==> src/rtl/cap_ring_pkg.sv <==
package cap_ring_pkg;

    typedef enum logic [2:0] {
        RA_DATA = 3'd0,
        RA_WPTR = 3'd1,
        RA_RPTR = 3'd2,
        RA_FILL = 3'd3,
        RA_STAT = 3'd4,
        RA_CMD  = 3'd5
    } reg_addr_e;

    typedef enum logic {
        PK_EMPTY,
        PK_FILLING
    } pk_state_e;

endpackage

==> src/rtl/cap_bit_packer.sv <==
module cap_bit_packer
    import cap_ring_pkg::*;
#(
    parameter int BITS = 8
) (
    input  logic            clk,
    input  logic            rst,
    input  logic            bit_en,
    input  logic            bit_in,
    output logic            byte_vld,
    output logic [BITS-1:0] byte_data
);
    localparam int CW = $clog2(BITS);

    pk_state_e       state, nstate;
    logic [CW-1:0]   cnt;
    logic [BITS-1:0] sh;
    logic            last;

    assign last = (cnt == CW'(BITS - 1));

    always_comb begin
        nstate = state;
        unique case (state)
            PK_EMPTY:   if (bit_en) nstate = PK_FILLING;
            PK_FILLING: if (bit_en && last) nstate = PK_EMPTY;
            default:    nstate = PK_EMPTY;
        endcase
    end

    always_ff @(posedge clk) begin
        if (rst) state <= PK_EMPTY;
        else     state <= nstate;
    end

    always_ff @(posedge clk) begin
        if (rst) begin
            cnt       <= '0;
            sh        <= '0;
            byte_vld  <= 1'b0;
            byte_data <= '0;
        end else begin
            byte_vld <= 1'b0;
            if (bit_en) begin
                sh <= {sh[BITS-2:0], bit_in};
                if (last) begin
                    byte_data <= {sh[BITS-2:0], bit_in};
                    byte_vld  <= 1'b1;
                    cnt       <= '0;
                end else begin
                    cnt <= cnt + CW'(1);
                end
            end
        end
    end

    // a byte needs several accepted bits, never two strobes back to back
    a_r1_strobe_spacing: assert property (@(posedge clk) disable iff (rst)
        byte_vld |=> !byte_vld);
    // a strobe follows an accepted bit
    a_r1_strobe_after_bit: assert property (@(posedge clk) disable iff (rst)
        $rose(byte_vld) |-> $past(bit_en));
    // the empty state holds no partial bits
    a_r1_empty_count: assert property (@(posedge clk) disable iff (rst)
        (state == PK_EMPTY) |-> (cnt == '0));

endmodule

==> src/rtl/cap_ring_mem.sv <==
module cap_ring_mem #(
    parameter int AW = 8,
    parameter int DW = 8
) (
    input  logic          clk,
    input  logic          we,
    input  logic [AW-1:0] waddr,
    input  logic [DW-1:0] wdata,
    input  logic          re,
    input  logic [AW-1:0] raddr,
    output logic [DW-1:0] rdata
);
    localparam int DEPTH = 1 << AW;

    logic [DW-1:0] mem [DEPTH];

    always_ff @(posedge clk) begin
        if (we) mem[waddr] <= wdata;
    end

    always_ff @(posedge clk) begin
        if (re) rdata <= mem[raddr];
    end

endmodule

==> src/rtl/cap_ring_ptrs.sv <==
module cap_ring_ptrs #(
    parameter int AW = 8,
    parameter int CW = 16
) (
    input  logic          clk,
    input  logic          rst,
    input  logic          byte_we,
    input  logic          pop,
    input  logic          resync,
    output logic [CW-1:0] wcnt,
    output logic [CW-1:0] rcnt,
    output logic          overrun
);
    logic [CW-1:0] w_nx, r_nx;
    logic          hit;

    always_comb begin
        w_nx = byte_we ? wcnt + CW'(1) : wcnt;
        if (resync)   r_nx = wcnt;
        else if (pop) r_nx = rcnt + CW'(1);
        else          r_nx = rcnt;
        hit = byte_we && (w_nx[AW-1:0] == r_nx[AW-1:0]);
    end

    always_ff @(posedge clk) begin
        if (rst) begin
            wcnt    <= '0;
            rcnt    <= '0;
            overrun <= 1'b0;
        end else begin
            wcnt <= w_nx;
            rcnt <= r_nx;
            if (hit)         overrun <= 1'b1;
            else if (resync) overrun <= 1'b0;
        end
    end

    // one step per stored byte
    a_r2_write_step: assert property (@(posedge clk) disable iff (rst)
        byte_we |=> (wcnt == $past(wcnt) + CW'(1)));
    a_r2_write_hold: assert property (@(posedge clk) disable iff (rst)
        !byte_we |=> $stable(wcnt));
    // pop advances the reader
    a_r3_pop_step: assert property (@(posedge clk) disable iff (rst)
        (pop && !resync) |=> (rcnt == $past(rcnt) + CW'(1)));
    // resync copies the writer position
    a_r6_resync_copy: assert property (@(posedge clk) disable iff (rst)
        resync |=> (rcnt == $past(wcnt)));
    // flag only rises on a store, and is sticky
    a_r7_set_on_store: assert property (@(posedge clk) disable iff (rst)
        $rose(overrun) |-> $past(byte_we));
    a_r7_sticky: assert property (@(posedge clk) disable iff (rst)
        (overrun && !resync) |=> overrun);
    // a coincident pop and store both land
    a_r10_both_move: assert property (@(posedge clk) disable iff (rst)
        (pop && byte_we && !resync) |=> (wcnt - rcnt == $past(wcnt) - $past(rcnt)));

endmodule

==> src/rtl/cap_ring_top.sv <==
module cap_ring_top
    import cap_ring_pkg::*;
#(
    parameter int ADDR_W = 8,
    parameter int CNT_W  = 16,
    parameter int BITS   = 8
) (
    input  logic             clk,
    input  logic             rst,
    input  logic             bit_en,
    input  logic             bit_in,
    input  logic             bus_sel,
    input  logic             bus_we,
    input  logic [2:0]       bus_addr,
    output logic [CNT_W-1:0] bus_rdata,
    output logic             overrun_o
);
    reg_addr_e        ra;
    logic             rd_req, pop, resync;
    logic             byte_vld;
    logic [BITS-1:0]  byte_data, mem_q;
    logic [CNT_W-1:0] wcnt, rcnt, val_q;
    logic             overrun, is_data_q;

    assign ra     = reg_addr_e'(bus_addr);
    assign rd_req = bus_sel && !bus_we;
    assign pop    = rd_req && (ra == RA_DATA);
    assign resync = bus_sel && bus_we && (ra == RA_CMD);

    cap_bit_packer #(.BITS(BITS)) u_pack (
        .clk(clk), .rst(rst), .bit_en(bit_en), .bit_in(bit_in),
        .byte_vld(byte_vld), .byte_data(byte_data)
    );

    cap_ring_mem #(.AW(ADDR_W), .DW(BITS)) u_mem (
        .clk(clk), .we(byte_vld), .waddr(wcnt[ADDR_W-1:0]), .wdata(byte_data),
        .re(pop), .raddr(rcnt[ADDR_W-1:0]), .rdata(mem_q)
    );

    cap_ring_ptrs #(.AW(ADDR_W), .CW(CNT_W)) u_ptrs (
        .clk(clk), .rst(rst), .byte_we(byte_vld), .pop(pop), .resync(resync),
        .wcnt(wcnt), .rcnt(rcnt), .overrun(overrun)
    );

    always_ff @(posedge clk) begin
        if (rst) begin
            val_q     <= '0;
            is_data_q <= 1'b0;
        end else if (rd_req) begin
            is_data_q <= pop;
            unique case (ra)
                RA_WPTR: val_q <= wcnt;
                RA_RPTR: val_q <= rcnt;
                RA_FILL: val_q <= wcnt - rcnt;
                RA_STAT: val_q <= CNT_W'(overrun);
                default: val_q <= '0;
            endcase
        end
    end

    assign bus_rdata = is_data_q ? CNT_W'(mem_q) : val_q;
    assign overrun_o = overrun;

    // a write elsewhere than the command address leaves the reader alone
    a_r8_other_write_ignored: assert property (@(posedge clk) disable iff (rst)
        (bus_sel && bus_we && ra != RA_CMD) |=> $stable(rcnt));
    // a data read is answered from memory in the next cycle
    a_r3_data_path: assert property (@(posedge clk) disable iff (rst)
        pop |=> is_data_q);

endmodule

==> config.mk <==
export PLATFORM = sky130hd
export DESIGN_NAME = cap_ring_top
export DESIGN_NICKNAME = d
export VERILOG_FILES = /design/src/rtl/cap_ring_pkg.sv /design/src/rtl/cap_bit_packer.sv /design/src/rtl/cap_ring_mem.sv /design/src/rtl/cap_ring_ptrs.sv /design/src/rtl/cap_ring_top.sv
export SDC_FILE = /design/constraint.sdc
export NUM_CORES = 2
export LEC_CHECK = 0
export CAP_MARGIN = 30
export CORE_MARGIN = 4
export CORE_UTILIZATION = 35
export CTS_CLUSTER_DIAMETER = 100
export DETAILED_ROUTE_END_ITERATION = 8
export PLACE_DENSITY = 0.53
export SLEW_MARGIN = 20
export SYNTH_ARGS = -nofsm -noshare
export SYNTH_HDL_FRONTEND = slang
export SYNTH_SLANG_ARGS = --single-unit
==> constraint.sdc <==
create_clock -name clk -period 5.82 [get_ports clk]
set_input_delay 1.455 -clock clk [delete_from_list [all_inputs] [get_ports clk]]
set_output_delay 1.455 -clock clk [all_outputs]
set_load 0.02 [all_outputs]
==> results_dict.tcl <==
set metrics [dict create \
    period_minus_slack_ns 4.05 \
    cp-start-kind "register" \
    cts_resized 0 \
    finalSetupViolCount 0 \
    drt_iter0_drc 4621 \
    insertion_delay_ns 0.84 \
    drv_cap 0 \
    drive_above_1_share_pct 21.4 \
    powerDensity_mw_per_mm2 323 \
    layout_setup_ws_ns 1.77 \
    r2r-start "u_ptrs.rcnt[0]" \
    ys_warn_count 0 \
    dp_slack_ns 1.31 \
    rsz0062_at_grt "false" \
    hold_buffers 0 \
    reg2reg_slack_ns 1.77 \
    gp_congestion 0.860 \
    critPathKind "register to primary output" \
    dieWidth_um 497 \
    synthArstFlopShare_pct 0 \
    htreeDepth 4 \
    via_count 42500 \
    ys_seq_area_share_pct 75.5 \
    vias_per_cell 5.49 \
    cts_buffers 220 \
    cts_tree "done" \
    hold_viol 0 \
    netlist_instances 4247 \
    grt_use_total_pct 18.0 \
    worstPathArrival_ns 2.59 \
    nNetsFinal 4427 \
    antenna_found_initial 3 \
    synth_ff_type "edfxtp_1" \
    peakVddDrop_mv 0.294 \
    timing.fmax_mhz 247 \
    grt_pass1_wl_mm 323 \
    reg2reg_to "u_mem.rdata[3]" \
    drt_wl_total_mm 227 \
    outcome "finished clean" \
    yosysTopAreaCellShare_pct 73.8 \
    wl_per_cell_um 29.3 \
    io-pin-count 26 \
    syn-cell-area_mm2 0.0837 \
    slew_headroom_pct 18.9 \
    worstHoldStart "val_q[4]" \
    yosys.area.top_type "edfxtp_1" \
    drc_errors 0 \
    syn_area_per_cell_um2 19.7 \
    p_leak_nw 28.4 \
    hpwl_mm 137 \
    antenna_cells 0 \
    synth_edf_count 2056 \
    fin_skew_ns 0.0369 \
    cp-end-kind "primary output" \
    min_to "val_q[4]" \
    root_buffer "clkbuf_16" \
    worst_slew_pin_slew_ns 1.22 \
    num-fill-cells 21200 \
    path_clk_slew_ns 0.06 \
    core_mm2 0.238 \
    rr_worst_depth 8 \
    grt_pass1_vias 43000 \
    fin_tns_setup_ns 0 \
    drt_first_pass_iters 6 \
    hold_path_class "register to register" \
    synth.area.top_cells "edfxtp_1 74%, mux4_2 13%, dfxtp_1 1.7%" \
    finalCritPeriodShare_pct 69.5 \
    whs_path_depth 2 \
    whs_ns 0.459 \
    cp_max_fo 17 \
    port_buffers 25 \
    ant_nets 0 \
    dieHeight_um 497 \
    ys_types 68 \
    critPathRequiredTime_ns 4.37 \
    die_area_mm2 0.247 \
    row_count 179 \
    initial_core_util_pct 35.2 \
    ys_ff_latch 2125 \
    area_growth_pct 13.7 \
    clock_path_buffers 3 \
    grt.overflow.total 0 \
    syn_nets 4280 \
    grt_max_degree 201 \
    cts_sinks 2125 \
    cts_setup_buffers 0 \
    drv_slew 0 \
]
[worst max-delay path by stage]
stage | cells after the start | start | end
floorplan | 0 | u_pack.byte_data[0] | u_mem.mem[0][0]
global placement | 9 | bus_we | u_ptrs.overrun
detailed placement | 9 | bus_we | u_ptrs.overrun
CTS | 2 | is_data_q | bus_rdata[5]
global route | 8 | u_ptrs.rcnt[0] | u_mem.rdata[4]
finish | 2 | is_data_q | bus_rdata[5]
[per-layer routing]
layer  vias up  routed length (um)  share of wire (%)  global-route usage, %
met5         -                   0                  0                      0
met4         0                6320                2.8                   5.01
met3       322               13900                6.1                   3.27
met2      1412              106000                 47                   28.3
met1     23000              100000                 44                   25.6
li1      17800                   -                  -                      -
[state kept, by name, summed over array words and instances, names as in the netlist]
| register | cells |
|---|---|
| u_pack.sh | 7 |
| u_ptrs.wcnt | 16 |
| u_mem.rdata | 8 |
| u_mem.mem | 2048 |
| is_data_q | 1 |
| u_pack.cnt | 3 |
| val_q | 16 |
| u_pack.byte_data | 8 |
| u_ptrs.overrun | 1 |
| u_ptrs.rcnt | 16 |
| u_pack.byte_vld | 1 |
[per-stage QoR]
step,utilization [%],area (um2),instances,power (mW)
finish,40.0,95100,7741,30.7
global route,40.0,95100,7741,31.6
CTS,39.9,94900,7729,31.0
global placement,36.9,87800,7297,17.5
floorplan,-,83700,4247,17.3
detailed placement,37.0,88100,7327,17.5
[synth_stat cells, types with 17 or more instances]
library cell / number
a22oi_1: 142
mux2i_1: 130
a32oi_1: 17
dfxtp_1: 69
mux4_2: 478
edfxtp_1: 2056
nand3_1: 65
xnor2_1: 23
nor2b_1: 24
ha_1: 23
nor2_1: 342
clkbuf_1: 141
buf_6: 21
a21oi_1: 106
nand2_1: 150
inv_1: 17
buf_1: 24
a221oi_1: 29
buf_2: 47
mux2_2: 25
o21ai_0: 35
buf_4: 28
xor2_1: 18
nor3_1: 32
a211oi_1: 18
[final cells by class]
| class | instances | area (um2) | area share, % |
|---|---|---|---|
| multi-input combinational | 1840 | 19200 | 20.2 |
| sequential | 2125 | 63200 | 66.4 |
| inverter | 21 | 81.3 | 0.0855 |
| clock inverter | 107 | 958 | 1.01 |
| tap | 3167 | 3960 | 4.17 |
| timing repair buffer | 186 | 1900 | 2.00 |
| clock buffer | 295 | 5840 | 6.14 |
[cells in the final DEF, fill, tap and decap left out, drive strengths merged, types with 7 or more instances in the layout]
cell type	instances
and3	14
a21oi	106
a221oi	30
ha	23
bufinv	14
a211oi	18
nor3	32
a21o	9
nand3b	8
nor2	342
mux2	25
a32oi	17
dfxtp	69
mux4	478
o22ai	15
inv	26
a22oi	142
edfxtp	2056
nand4	15
a31oi	12
clkinv	86
buf	162
nand3	65
mux2i	130
nand2	150
clkdlybuf4s50	24
clkbuf	295
o21ai	45
a22o	13
xnor2	23
a311o	7
xor2	18
nor2b	24
[cells by family after synthesis]
kind of cell	Yosys count	synth area share [%]
flops	2125	75.5
mux	633	14.8
xor+xnor	41	0.429
compound gates	453	3.74
buf+inv	282	1.65
simple gates	689	3.60
fa+ha+maj	24	0.368
[report_power, final]
part / switching, mW / total (mW) / leakage [nW] / internal [mW]
Sequential: 0.0219 / 16.5 / 19.2 / 16.5
Combinational: 0.405 / 0.687 / 5.90 / 0.282
Clock: 5.86 / 13.5 / 3.30 / 7.63
Total: 6.29 / 30.7 / 28.4 / 24.4
[worst max-delay path: stages (launching register included)]
cell,delay (ns)
dfxtp_1,0.76
mux2_2,0.44
clkdlybuf4s50_1,0.55
Note: power is estimated with default switching activity, not from simulation.
